<file path="src/rtl/sample_unpacker.sv">
module sample_unpacker #(
  parameter int SAMPLE_W = 16,
  parameter int LANES    = 4,
  localparam int WORD_W  = SAMPLE_W * LANES,
  localparam int LOG_L   = $clog2(LANES),
  localparam int MODE_W  = $clog2(LOG_L + 1),
  localparam int CNT_W   = LOG_L + 1
) (
  input  logic              clk,
  input  logic              rst_n,
  input  logic [MODE_W-1:0] chan_mode,
  input  logic              in_valid,
  output logic              in_ready,
  input  logic [WORD_W-1:0] in_data,
  input  logic [LANES-1:0]  in_lanes,
  input  logic              in_last,
  output logic              out_valid,
  input  logic              out_ready,
  output logic [WORD_W-1:0] out_data,
  output logic              out_last,
  output logic              underflow
);

  logic [WORD_W-1:0] d0, d1;
  logic [CNT_W-1:0]  c0, c1, off, ss, in_cnt;
  logic              v0, v1, l0, l1, open_blk;
  logic [MODE_W-1:0] mode_c;
  logic              last_set, fire, pop, acc, to_slot1;
  logic [WORD_W-1:0] shifted;

  assign mode_c   = (int'(chan_mode) > LOG_L) ? MODE_W'(LOG_L) : chan_mode;
  assign ss       = CNT_W'(1) << mode_c;
  assign in_cnt   = CNT_W'($countones(in_lanes));
  assign last_set = (int'(off) + int'(ss)) >= int'(c0);
  assign fire     = v0 & out_ready;
  assign pop      = fire & last_set;
  assign in_ready = ~v1 | pop;
  assign acc      = in_valid & in_ready;
  assign to_slot1 = pop ? v1 : v0;

  assign out_valid = v0;
  assign out_last  = v0 & l0 & last_set;
  assign underflow = out_ready & ~v0 & open_blk;
  assign shifted   = d0 >> (SAMPLE_W * int'(off));

  for (genvar i = 0; i < LANES; i++) begin : g_lane
    assign out_data[i*SAMPLE_W +: SAMPLE_W] =
      (i < int'(ss)) ? shifted[i*SAMPLE_W +: SAMPLE_W] : '0;
  end

  always_ff @(posedge clk) begin
    if (!rst_n) begin
      v0 <= 1'b0;  v1 <= 1'b0;
      l0 <= 1'b0;  l1 <= 1'b0;
      d0 <= '0;    d1 <= '0;
      c0 <= '0;    c1 <= '0;
      off <= '0;
      open_blk <= 1'b0;
    end else begin
      if (fire) off <= pop ? '0 : off + ss;
      if (pop) begin
        v0 <= v1; d0 <= d1; c0 <= c1; l0 <= l1;
        v1 <= 1'b0;
      end
      if (acc) begin
        if (to_slot1) begin
          v1 <= 1'b1; d1 <= in_data; c1 <= in_cnt; l1 <= in_last;
        end else begin
          v0 <= 1'b1; d0 <= in_data; c0 <= in_cnt; l0 <= in_last;
        end
        open_blk <= ~in_last;
      end
    end
  end

endmodule

</file>
<file path="config.mk">
export PLATFORM = sky130hd
export DESIGN_NAME = sample_unpacker
export DESIGN_NICKNAME = d
export VERILOG_FILES = /design/src/rtl/sample_unpacker.sv
export SDC_FILE = /design/constraint.sdc
export NUM_CORES = 1
export LEC_CHECK = 0
export ABC_CLOCK_PERIOD_IN_PS = 3500
export BUFFER_PORTS_ARGS = -buffer_cell sky130_fd_sc_hd__buf_2
export CAP_MARGIN = 20
export CORE_AREA = 2 2 143 110
export CTS_BUF_LIST = sky130_fd_sc_hd__clkbuf_4 sky130_fd_sc_hd__clkbuf_8
export CTS_CLUSTER_DIAMETER = 30
export DETAILED_ROUTE_END_ITERATION = 8
export DIE_AREA = 0 0 145 112
export PLACE_DENSITY = 0.87
export RECOVER_POWER = 100
export SLEW_MARGIN = 20
export SYNTH_ARGS = -nofsm -noshare
export SYNTH_HDL_FRONTEND = slang
export SYNTH_SLANG_ARGS = --single-unit
</file>
<file path="constraint.sdc">
create_clock -name clk -period 3.5 [get_ports clk]
set_input_delay 0.175 -clock clk [delete_from_list [all_inputs] [get_ports clk]]
set_output_delay 0.175 -clock clk [all_outputs]
set_load 0.02 [all_outputs]
</file>
## Word-level counts from Yosys, hierarchy flattened

Cells that the tools add are included.

- Register bits after elaboration: 142
- Output and inout port bits: 68
- Word-level logic and storage cells: 55

- Add/sub/neg operators: 5
- Magnitude comparators: 6
- Shift operators: 2
- Multiplexer cells: 20
- Bitwise operators: 11
- Reductions and logical operators: 1

Operators by type and width:

| cell | number |
|---|---|
| $mux W64 | 3 |
| $mux W16 | 4 |
| $shr A64 B7 Y64 | 1 |
| $mux W3 | 4 |
| $mux W1 | 8 |
| $and A1 B1 Y1 | 7 |
| $lt A1 B3 Y1 const A | 2 |
| $lt A2 B3 Y1 const A | 2 |
| $add A1 B1 Y2 | 2 |
| $add A3 B3 Y4 | 1 |
| $ge A4 B3 Y1 | 1 |
| $add A2 B2 Y3 | 1 |
| $add A3 B3 Y3 | 1 |
| $not A1 Y1 | 3 |
| $shl A1 B2 Y3 const A | 1 |
| $gt A2 B2 Y1 const B | 1 |
| $mux W2 | 1 |
| $reduce_and A2 Y1 | 1 |
| $or A1 B1 Y1 | 1 |

## Logic depth before layout (Yosys ltp)

Gate-level depths: netlist of run 1.

- Word-level depth: 9
- Mapped depth: 14
- Depth with buffers taken out: 11

## Least setup slack after synthesis of run 1

OpenSTA, ideal clock, no wires.

- Path type: flip-flop to flip-flop
- Start: register off[1]
- End: register d1[11]
- Arrival: 3.552 ns
- Data required time: 3.428 ns
- Setup slack: -0.124 ns
- Cell stages (with the launch flop): 15
- Period minus slack after synthesis: 3.624 ns
- Path through: dfxtp_1 > clkbuf_1 > clkbuf_1 > clkbuf_1 > inv_1 > fa_1 > xnor2_1 > ha_1 > a211oi_1 > nand2_1 > o21ai_2 > mux2i_1 > buf_4 > buf_4 > mux2i_1

- Word-level cells in the longest chain between the ends: 6

Ends and longest elaborated chain:

| item | line | text |
|---|---|---|
| start, declared | 25 | `logic [CNT_W-1:0] c0, c1, off, ss, in_cnt;` |
| start signal, assigned | 60 | `if (fire) off <= pop ? '0 : off + ss;` |
| $add A3 B3 Y4 (*) | 34 | `assign last_set = (int'(off) + int'(ss)) >= int'(c0);` |
| $ge A4 B3 Y1 (*) | 34 |  |
| $and A1 B1 Y1 (*) | 36 | `assign pop = fire & last_set;` |
| $or A1 B1 Y1 | 37 | `assign in_ready = ~v1 \| pop;` |
| $and A1 B1 Y1 | 38 | `assign acc = in_valid & in_ready;` |
| $reduce_and A2 Y1 (no line) (*) | - |  |
| end signal, assigned | 55 | `d0 <= '0; d1 <= '0;` |
| end signal, assigned | 67 | `v1 <= 1'b1; d1 <= in_data; c1 <= in_cnt; l1 <= in_last;` |
| end, declared | 24 | `logic [WORD_W-1:0] d0, d1;` |

Mark *: on every way between the ends. The rest lies on a longest branch, timed or not.
A chain may end at the register's enable or synchronous reset.

## Worst setup path after layout of run 1

- Start: register off[0]
- End: register d0[17]

- Word-level cells in the longest chain between the ends: 6

Ends and longest elaborated chain:

| item | line | text |
|---|---|---|
| $add A3 B3 Y4 (*) | 34 |  |
| $ge A4 B3 Y1 (*) | 34 |  |
| $and A1 B1 Y1 (*) | 36 |  |
| $mux W64 (tied with other cells) | 61 | `if (pop) begin` |
| $mux W64 or $and A1 B1 Y1 (tied branches) | 66, 38 |  |
| $mux W64 (*) | 65 | `if (acc) begin` |
| end signal, assigned | 55 |  |
| end signal, assigned | 62 | `v0 <= v1; d0 <= d1; c0 <= c1; l0 <= l1;` |
| end signal, assigned | 69 | `v0 <= 1'b1; d0 <= in_data; c0 <= in_cnt; l0 <= in_last;` |
| end, declared | 24 |  |

Marks and branches as above.

==> results of run 1 <==
## cell type report
| class | count | area (µm²) |
|---|---|---|
| fill | 1260 | 5560 |
| clock inverter | 9 | 184 |
| clock buffer | 22 | 284 |
| sequential | 142 | 2850 |
| tap | 205 | 256 |
| multi-input combinational | 621 | 4330 |
| timing repair buffer | 215 | 1370 |
| inverter | 14 | 52.6 |
## power groups by stage
stage	Sequential [mW]	Combinational [mW]	Clock [mW]
final	1.89	0.998	1.55
after global routing	1.90	1.07	1.63
after CTS	1.88	1.00	1.56
after detailed placement	1.92	0.949	0
after global placement	1.91	0.919	0
after floorplan	1.84	0.667	0
## routing by layer
metal	vias up	track usage, %
met5	-	0
met4	2	13.4
met3	61	6.19
met2	447	44.6
met1	3482	40.4
li1	3387	-
## flip-flops by register name, summed over array words and instances (netlist names)
register / count
v1: 1
d1: 64
out_valid: 1
c0: 3
open_blk: 1
l1: 1
c1: 3
off: 3
l0: 1
d0: 64
## placed cells by master, fill, tap and decap left out, types with 3 or more instances in the layout
cell type      instances
buf_4                  7
dfxtp_1              140
nand2_1              144
a21oi_1               19
clkinv_4               3
ha_1                   8
clkbuf_8              19
clkbuf_2               5
nor2_1                54
nor2b_1               17
a211oi_1             169
inv_1                 13
buf_12                 3
buf_2                 86
mux2i_1              169
and2_0                 9
bufinv_16              5
dlygate4sd3_1         57
clkbuf_4               6
clkbuf_1              53
and2_1                 8
## critical path: stages (launching register included)
cell	delay, ns
dfxtp_2	0.34
ha_1	0.16
inv_1	0.06
fa_1	0.53
inv_1	0.07
ha_1	0.28
o21ai_0	0.20
nor2_1	0.13
o21ai_1	0.42
buf_12	0.37
a21o_2	0.22
clkbuf_4	0.32
a211oi_1	0.13
## cells by family (layout without fill, tap and decap cells)
kind of cell,after synthesis,count (layout),share of synthesized area (%)
adder cells (fa/ha/maj),10,10,1.85
buffers and inverters,104,260,5.59
multiplexers,170,170,22.5
AO/OA/AOI/OAI,196,196,18.7
AND/OR/NAND/NOR,244,244,13.7
flip-flops,142,142,37.6
XOR/XNOR,1,1,0.116
## final timing paths
check	cells after the start	endpoint	slack, ns	start
hold / removal	3	d1[61]$_SDFFE_PN0P_	0.02	in_data[61]
hold reg to reg	2	d1[21]$_SDFFE_PN0P_	0.46	d1[21]$_SDFFE_PN0P_
setup reg to reg	12	d0[17]$_SDFF_PN0_	0.11	off[0]$_SDFFE_PN0P_
setup / recovery	12	d0[17]$_SDFF_PN0_	0.11	off[0]$_SDFFE_PN0P_
## stage by stage
stage / cells / total power, mW / area (µm²) / util [%] / worst slack, ns
final: 1228 / 4.44 / 9320 / 62.6 / 0.111
after global routing: 1228 / 4.59 / 9320 / 62.6 / 0.0383
after CTS: 1228 / 4.45 / 9410 / 63.3 / 0.0756
after detailed placement: 1140 / 2.87 / 8380 / 56.3 / 0.204
after global placement: 1140 / 2.83 / 8380 / 56.3 / 0.389
after floorplan: 867 / 2.51 / 7570 / - / 0.00174
## what timing repair did
action | 4_1_cts | 5_1_grt
hold endpoints to repair | 57 | 0
endpoints found under the setup margin | 0 | 1
resized for setup | 0 | 1
hold buffers | 57 | 0
==> reports/results.txt, run 1 <==
status: finished, violations left
failing checks: capacitance limit, slew limit
routed length per instance: 19.9 µm
LEAKAGE: 3.84 nW
CORE AREA: 14900 µm²
fin nets: 1096
final hold vios: 0
DRC errors left: 0
Area Growth Syn to Fin: 23.1%
max-cap violations: 1
First-pass DRT Iterations: 6
worst-path fanout max: 69
GR Util All Layers: 29.4%
CTS Buf Count: 17
CTS Buffer Depth: 2
fmax: 295 MHz
Post-synth top cells: mux2i_1 (170), a211oi_1 (169), nand2_1 (144), dfxtp_1 (142), clkbuf_1 (67)
CTS tree: yes
Post-synth EDFFs: 0
switching power share of the total: 31.6%
final hold slack: 0.0162 ns
switching power: 1.40 mW
vias in the first global route: 6944
Primary FF master, synth: dfxtp_1
Max Slew Vio Count: 68
Cell variety after synth: 32
setup_tns: 0 ns
Synthesized Nets: 952
Synth Instances: 867
Clock transition at path regs: 0.08 ns
# Post-CTS Setup Buffers: 0
pwr/cell area: 477 nW/µm²
Clk pwr share: 34.9%
met2 routed WL: 10800 µm
Relative slew margins: -6.67%
Crit Path Category: register to register
largest area contributor in the netlist: dfxtp_1
Critical Path AT: 3.69 ns
PortBufs: 142
via count: 7379
final WL: 24400 µm
die area: 16200 µm²
logic gate share of total power: 22.5%
Tcrit/Tclk final: 96.8%
Vias/cell: 6.01
layout cells sized above 1: 14.0%
H-tree depth: 4
final RePlAce weighted congestion: 0.861
internal power: 3.04 mW
root buf cell: clkbuf_8
Period minus WS final: 3.39 ns
largest net degree at the start of global routing: 72
initial drt markers: 813
initial core utilization: 50.8%
DP HPWL: 15900 µm
post-synthesis async set-or-reset flop share: 0%
Congestion Overflow GR: 0
RSZ-0062 raised after global routing: no
IO Pins: 143
syn avg cell area: 8.73 µm²
top sig layer: met5
top-area cell type share of the netlist area: 37.6%
CP required: 3.80 ns
setup violators final: 0
clock sinks: 142
crit end category: register
row cnt: 39
Seq/Total Area, Yosys: 37.6%
Worst setup SP type: register
dominant cell by count in the synthesized netlist: mux2i_1
initial antenna violation count: 1
Routed met3 length: 2420 µm
Area contributors post-synth: dfxtp_1 (38%), mux2i_1 (22%), a211oi_1 (17%)
skew final: 0.0103 ns
chip height: 112 µm
Metal-1 WL: 10300 µm
global-route wire length before repair: 37600 µm
Hold Path Class: input port to register
Seq pwr share: 42.6%
worst vdd ir: 0.000288 V
Yosys reg bits: 142
Ant. Diodes: 0
warnings from Yosys: 0
Die Span X: 145 µm
clk_lat worst skew: 0.45 ns
Slew @ Worst Pin: 1.60 ns
Final ANT Viol Nets: 0
synthesized area: 7570 µm²
Note: power is estimated with default switching activity, not from simulation.
==> run 2: changes to the inputs <==
--- a/config.mk
+++ b/config.mk
@@ -5,15 +5,15 @@
 export SDC_FILE = /design/constraint.sdc
 export NUM_CORES = 1
 export LEC_CHECK = 0
-export ABC_CLOCK_PERIOD_IN_PS = 3500
+export ABC_CLOCK_PERIOD_IN_PS = 3200
 export BUFFER_PORTS_ARGS = -buffer_cell sky130_fd_sc_hd__buf_2
 export CAP_MARGIN = 20
-export CORE_AREA = 2 2 143 110
+export CORE_AREA = 2 2 135 104
 export CTS_BUF_LIST = sky130_fd_sc_hd__clkbuf_4 sky130_fd_sc_hd__clkbuf_8
 export CTS_CLUSTER_DIAMETER = 30
 export DETAILED_ROUTE_END_ITERATION = 8
-export DIE_AREA = 0 0 145 112
-export PLACE_DENSITY = 0.87
+export DIE_AREA = 0 0 137 106
+export PLACE_DENSITY = 0.92
 export RECOVER_POWER = 100
 export SLEW_MARGIN = 20
 export SYNTH_ARGS = -nofsm -noshare
==> constraint.sdc (replaced) <==
create_clock -name clk -period 3.2 [get_ports clk]
set_input_delay 0.16 -clock clk [delete_from_list [all_inputs] [get_ports clk]]
set_output_delay 0.16 -clock clk [all_outputs]
set_load 0.02 [all_outputs]
==> reports/results.txt, run 2 (synthesis gave the netlist of run 1 again) <==
Final ANT Viol Nets: 0 (unchanged)
row cnt: 37 (was 39)
initial antenna violation count: 0 (was 1)
status: finished clean (was finished, violations left)
layout cells sized above 1: 17.5% (was 14.0%)
Hold Path Class: input port to register (unchanged)
CTS Buf Count: 17 (unchanged)
Clock transition at path regs: 0.08 ns (about the same)
Vias/cell: 6.34 (was 6.01)
Max Slew Vio Count: 0 (was 68)
commonest cells after routing, fill and taps aside: mux2i_1 (168), a211oi_1 (168), nand2_1 (143) (was a211oi_1 (169), mux2i_1 (169), nand2_1 (144))
Slew @ Worst Pin: 1.03 ns (was 1.60 ns)
IO Pins: 143 (unchanged)
PortBufs: 142 (unchanged)
Ant. Diodes: 0 (unchanged)
final WL: 25800 µm (was 24400 µm)
Setup Slack @ Placement: -0.0259 ns (was 0.204 ns)
initial drt markers: 883 (was 813)
max-cap violations: 0 (was 1)
pwr/cell area: 516 nW/µm² (was 477 nW/µm²)
Crit Path Category: register to register (unchanged)
clk_lat worst skew: 0.46 ns (was 0.45 ns)
global-route wire length before repair: 38200 µm (was 37600 µm)
Area Growth Syn to Fin: 27.6% (was 23.1%)
worst-path fanout max: 45 (was 69)
critical path launch point: off[0]$_SDFFE_PN0P_ (unchanged)
final setup margin: 0.0292 ns (was 0.111 ns)
crit-path cells: ha_1 -> inv_1 -> fa_1 -> inv_1 -> ha_1 -> nor3b_2 -> nor2_2 -> o21bai_4 -> buf_4 -> buf_4 -> buf_12 -> mux2i_1 -> a211oi_1 (was ha_1 -> inv_1 -> fa_1 -> inv_1 -> ha_1 -> o21ai_0 -> nor2_1 -> o21ai_1 -> buf_12 -> a21o_2 -> clkbuf_4 -> a211oi_1)
worst vdd ir: 0.000397 V (was 0.000288 V)
Critical Path AT: 3.51 ns (was 3.69 ns)
FF+latch area: 2850 µm² (unchanged)
CP required: 3.54 ns (was 3.80 ns)
GR Util All Layers: 34.1% (was 29.4%)
Die Span X: 137 µm (was 145 µm)
root buf cell: clkbuf_8 (unchanged)
DP HPWL: 16100 µm (was 15900 µm)
CTS tree: yes (unchanged)
setup_tns: 0 ns (unchanged)
largest registers: d0: 64 flops, d1: 64 flops (unchanged)
clock sinks: 142 (unchanged)
DRC errors left: 0 (unchanged)
chip height: 106 µm (was 112 µm)
worst hold path startpoint: out_ready (was in_data[61])
die area: 14500 µm² (was 16200 µm²)
routed length per instance: 21.0 µm (was 19.9 µm)
First-pass DRT Iterations: 6 (unchanged)
final hold vios: 0 (unchanged)
CP bufs+invs: 5 (was 4)
Finished Core Util: 72.4% (was 62.6%)
Max stage delay cell, worst path: fa_1 (unchanged)
LEAKAGE: 4.08 nW (was 3.84 nW)
CORE AREA: 13300 µm² (was 14900 µm²)
Crit path max-delay family: adder cells (unchanged)
final RePlAce weighted congestion: 0.945 (was 0.861)
worst r2r src: off[0]$_SDFFE_PN0P_ (unchanged)
skew final: 0.0119 ns (was 0.0103 ns)
crit end category: register (unchanged)
setup violators final: 0 (unchanged)
H-tree depth: 4 (unchanged)
fill count: 918 (was 1260)
via count: 7780 (was 7379)
CTS Buffer Depth: 2 (unchanged)
fin nets: 1124 (was 1096)
Tcrit/Tclk final: 99.1% (was 96.8%)
Worst setup SP type: register (unchanged)
vias in the first global route: 7087 (was 6944)
fmax: 315 MHz (was 295 MHz)
Largest stage delay, worst path: 0.53 ns (about the same)
Period minus WS final: 3.17 ns (was 3.39 ns)
Congestion Overflow GR: 0 (unchanged)
multi-input logic area: 4360 µm² (was 4330 µm²)
largest net degree at the start of global routing: 98 (was 72)
Relative slew margins: 31.5% (was -6.67%)
initial core utilization: 56.8% (was 50.8%)
[run 2: cell count changes in the layout (fill, tap and decap cells not counted), moves of 4 or more]
| cell | before | now |
|---|---|---|
| clkbuf_1 | 53 | 41 |
| and2_0 | 9 | 0 |
| and2_1 | 8 | 16 |
| buf_4 | 7 | 27 |
| clkbuf_4 | 6 | 2 |
| buf_2 | 86 | 100 |
| dlygate4sd3_1 | 57 | 64 |
[run 2: timing repair]
item / CTS / global route
resized for setup: 0 / 7
setup endpoints to repair: 1 / 107
gates cloned: 1 / 2
hold buffers: 63 / 1
pin swaps: 2 / 3
endpoints found under the hold margin: 64 / 1
buffers inserted: 2 / 9
[run 2: area by class of cell]
class / count / share of cell area (%)
clock buffers: 22 / 3.01
clock inverters: 10 / 1.90
inverters: 14 / 0.544
multi-input cells: 621 / 45.1
flip-flops and latches: 142 / 29.5
well taps: 175 / 2.27
repair buffers: 243 / 17.7
[run 2: where the power goes]
group / leakage (nW) / total (mW) / switching, mW / internal [mW]
Sequential: 1.17 / 2.08 / 0.167 / 1.91
Clock: 0.236 / 1.71 / 0.708 / 1.01
Combinational: 2.68 / 1.19 / 0.708 / 0.482
Total: 4.08 / 4.98 / 1.58 / 3.40
[run 2: path summary, 6_finish.rpt]
check / endpoint / slack [ns] / cells past startpoint
max: c0[1]$_SDFF_PN0_ / 0.03 / 13
min: off[0]$_SDFFE_PN0P_ / 0.04 / 3
max reg2reg: c0[1]$_SDFF_PN0_ / 0.03 / 13
min reg2reg: d1[0]$_SDFFE_PN0P_ / 0.46 / 2
[run 2: per-layer routing]
| metal | global-route usage, % | up-vias | share of wire [%] |
|---|---|---|---|
| met3 | 8.73 | 104 | 13 |
| met1 | 46.0 | 3630 | 39 |
| met5 | 0 | - | 0 |
| li1 | - | 3462 | - |
| met4 | 14.5 | 0 | 4.7 |
| met2 | 51.5 | 584 | 43 |
[run 2: worst min-delay path, cell delays in order]
cell and delay, ns:
buf_2 0.15, nand4_1 0.10, a21oi_1 0.06
[run 2: per-stage QoR]
stage	power (mW)	cells	area [µm²]	hold slack, ns
final	4.98	1227	9660	0.0373
after CTS	4.90	1215	9570	0.00286
after detailed placement	3.15	1117	8420	0.424
after global placement	3.11	1117	8420	0.420
after floorplan	2.75	867	7590	0.302
after global routing	5.13	1227	9660	0.0441
==> run 3: changes to the inputs <==
--- a/config.mk
+++ b/config.mk
@@ -5,15 +5,16 @@
 export SDC_FILE = /design/constraint.sdc
 export NUM_CORES = 1
 export LEC_CHECK = 0
+export ABC_AREA = 1
 export ABC_CLOCK_PERIOD_IN_PS = 3200
 export BUFFER_PORTS_ARGS = -buffer_cell sky130_fd_sc_hd__buf_2
 export CAP_MARGIN = 20
-export CORE_AREA = 2 2 135 104
+export CORE_AREA = 2 2 138 107
 export CTS_BUF_LIST = sky130_fd_sc_hd__clkbuf_4 sky130_fd_sc_hd__clkbuf_8
 export CTS_CLUSTER_DIAMETER = 30
 export DETAILED_ROUTE_END_ITERATION = 8
-export DIE_AREA = 0 0 137 106
-export PLACE_DENSITY = 0.92
+export DIE_AREA = 0 0 140 109
+export PLACE_DENSITY = 0.91
 export RECOVER_POWER = 100
 export SLEW_MARGIN = 20
 export SYNTH_ARGS = -nofsm -noshare
==> reports/results.txt, run 3 <==
CTS Buf Count: 17 (unchanged)
Congestion Overflow GR: 0 (unchanged)
failing checks: DRC
row cnt: 38 (was 37)
Vias/cell: 5.18 (was 6.34)
GR Util All Layers: 30.9% (was 34.1%)
Max Slew Vio Count: 0 (unchanged)
setup_tns: 0 ns (unchanged)
max-cap violations: 0 (unchanged)
Area Growth Syn to Fin: 15.3% (was 27.6%)
root buf cell: clkbuf_8 (unchanged)
Cell variety after synth: 26 (was 32)
layout cells sized above 1: 10.3% (was 17.5%)
CP required: 3.04 ns (was 3.54 ns)
largest area contributor in the netlist: dfxtp_1 (unchanged)
largest registers: d0: 64 flops, d1: 64 flops (unchanged)
Tcrit/Tclk final: 92.8% (was 99.1%)
Inst Count DP: 1625 (was 1117)
worst vdd ir: 0.000304 V (was 0.000397 V)
H-tree depth: 4 (unchanged)
Design Power: 4.70 mW (was 4.98 mW)
Hold Path Class: input port to register (unchanged)
First-pass DRT Iterations: 8 (was 6)
Post-synth top cells: nand2_1 (530), nor2_1 (311), dfxtp_1 (142), inv_1 (119), nand3_1 (58) (was mux2i_1 (170), a211oi_1 (169), nand2_1 (144), dfxtp_1 (142), clkbuf_1 (67))
Crit path depth: 6 (was 13)
clk_lat worst skew: 0.45 ns (was 0.46 ns)
final WL: 23800 µm (was 25800 µm)
DP HPWL: 16000 µm (was 16100 µm)
chip height: 109 µm (was 106 µm)
via count: 8651 (was 7780)
RSZ-0062 raised after global routing: no
syn avg cell area: 5.79 µm² (was 8.73 µm²)
IO Pins: 143 (unchanged)
skew final: 0.0129 ns (was 0.0119 ns)
status: finished, violations left (was finished clean)
Finished Core Util: 65.1% (was 72.4%)
Period minus WS final: 2.97 ns (was 3.17 ns)
fmax: 337 MHz (was 315 MHz)
WHS Path Cells: 5 (was 3)
CTS tree: yes (unchanged)
Die Span X: 140 µm (was 137 µm)
Ant. Diodes: 0 (unchanged)
largest net degree at the start of global routing: 99 (was 98)
Slew @ Worst Pin: 0.852 ns (was 1.03 ns)
DRC errors left: 7 (was 0)
pwr/cell area: 514 nW/µm² (was 516 nW/µm²)
final hold vios: 0 (unchanged)
commonest non-fill, non-tap cell in the layout: nand2_1
clock sinks: 142 (unchanged)
die area: 15300 µm² (was 14500 µm²)
PortBufs: 142 (unchanged)
CORE AREA: 14000 µm² (was 13300 µm²)
top-area cell type share of the netlist area: 35.9% (was 37.6%)
Crit Path Category: register to output port (was register to register)
initial antenna violation count: 0 (unchanged)
commonest cells after routing, fill and taps aside: nand2_1 (532), nor2_1 (311), dfxtp_1 (141) (was mux2i_1 (168), a211oi_1 (168), nand2_1 (143))
non-filler cells, final: 1669 (was 1227)
initial drt markers: 864 (was 883)
CP bufs+invs: 4 (was 5)
Clock transition at path regs: 0.09 ns (was 0.08 ns)
worst-path fanout max: 98 (was 45)
crit end category: output port (was register)
Synthesized Nets: 1454 (was 952)
Crit path max-delay family: buffers and inverters (was adder cells)
R2R depth: 15 (was 13)
Relative slew margins: 43.2% (was 31.5%)
dominant cell by count in the synthesized netlist: nand2_1 (was mux2i_1)
Final ANT Viol Nets: 0 (unchanged)
LEAKAGE: 4.66 nW (was 4.08 nW)
Primary FF master, synth: dfxtp_1 (unchanged)
setup violators final: 0 (unchanged)
final RePlAce weighted congestion: 0.917 (was 0.945)
Seq/Total Area, Yosys: 35.9% (was 37.6%)
warnings from Yosys: 0 (unchanged)
post-synthesis async set-or-reset flop share: 0% (unchanged)
initial core utilization: 56.5% (was 56.8%)
Post-synth EDFFs: 0 (unchanged)
Largest stage delay, worst path: 0.66 ns (was 0.53 ns)
most frequent CP cell: clkbuf_2
# Post-CTS Setup Buffers: 0 (was 2)
global-route wire length before repair: 36900 µm (was 38200 µm)
Max stage delay cell, worst path: buf_4 (was fa_1)
Worst setup SP type: register (unchanged)
Critical Path AT: 2.81 ns (was 3.51 ns)
Area contributors post-synth: dfxtp_1 (36%), nand2_1 (25%), nor2_1 (15%) (was dfxtp_1 (38%), mux2i_1 (22%), a211oi_1 (17%))
Yosys reg bits: 142 (unchanged)
vias in the first global route: 7522 (was 7087)
crit-path cells: buf_4 -> inv_1 -> clkbuf_2 -> nand2_1 -> a31oi_1 -> clkbuf_2 (was ha_1 -> inv_1 -> fa_1 -> inv_1 -> ha_1 -> nor3b_2 -> nor2_2 -> o21bai_4 -> buf_4 -> buf_4 -> buf_12 -> mux2i_1 -> a211oi_1)
Synth Instances: 1369 (was 867)
CTS Buffer Depth: 2 (unchanged)
synthesized area: 7920 µm² (was 7570 µm²)
fin nets: 1561 (was 1124)
routed length per instance: 14.3 µm (was 21.0 µm)
## run 3: cell count changes in the layout (fill, tap and decap cells not counted), sizes merged, moves of 56 or more
| cell | previous run | this run |
|---|---|---|
| nand2 | 144 | 533 |
| nor2 | 54 | 313 |
| mux2i | 170 | 0 |
| a211oi | 169 | 16 |
| inv | 14 | 121 |
| nand3 | 2 | 58 |
## run 3: final timing paths
path | from | end | slack (ns)
worst max register to register | off[0]$_SDFFE_PN0P_ | d0[44]$_SDFF_PN0_ | 0.24
worst min register to register | d1[54]$_SDFFE_PN0P_ | d1[54]$_SDFFE_PN0P_ | 0.49
worst max-delay path | off[0]$_SDFFE_PN0P_ | out_data[31] | 0.23
worst min-delay path | in_data[23] | d1[23]$_SDFFE_PN0P_ | 0.02
## run 3: logic make-up (layout without fill, tap and decap cells)
logic type | count (synthesis) | count (layout) | synth area share, %
and+or+nand+nor | 922 | 922 | 45.3
buffers and inverters | 212 | 332 | 11.0
DFF | 142 | 142 | 35.9
AOI/OAI and AO/OA | 82 | 82 | 5.99
adders and majority gates | 10 | 10 | 1.77
xor gates and xnor gates | 1 | 1 | 0.111
## run 3: final cells by class
type,count,area [µm²]
Fill cell,1329,4890
Multi-Input combinational cell,1015,4220
Sequential cell,142,2840
Timing Repair Buffer,178,991
Inverter,122,458
Clock buffer,19,255
Tap cell,180,225
Clock inverter,13,143
## run 3: what timing repair did
item	CTS	global route
endpoints found under the setup margin	0	0
resized for setup	0	0
hold endpoints to repair	12	0
hold buffers	12	0
## run 3: worst reg2reg max path, delay by kind of cell (launching register included)
kind,cells,cell delay (ns)
compound gates,1,0.19
xor+xnor,1,0.16
fa+ha+maj,3,0.72
buf+inv,2,0.45
flops,1,0.35
simple gates,8,0.99
## run 3: through the flow
step / setup slack [ns] / instance area (µm²) / hold WS, ns
6_report: 0.231 / 9130 / 0.0202
5_1_grt: 0.0614 / 9130 / 0.0410
4_1_cts: 0.314 / 9210 / 0.0123
3_5_place_dp: 0.255 / 8690 / 0.411
3_3_place_gp: 0.364 / 8690 / 0.403
2_1_floorplan: 0.133 / 7920 / 0.295
## run 3: metal layers
metal / global-route usage (%) / routed length (µm)
met1: 40.2 / 9930
met2: 48.2 / 10200
met3: 8.04 / 2580
met4: 15.4 / 1080
met5: 0 / 0
## run 3: where the power goes
group	internal (mW)	total (mW)	switching, mW
combinational	0.390	1.21	0.820
clock	0.720	1.45	0.730
sequential	1.93	2.04	0.105
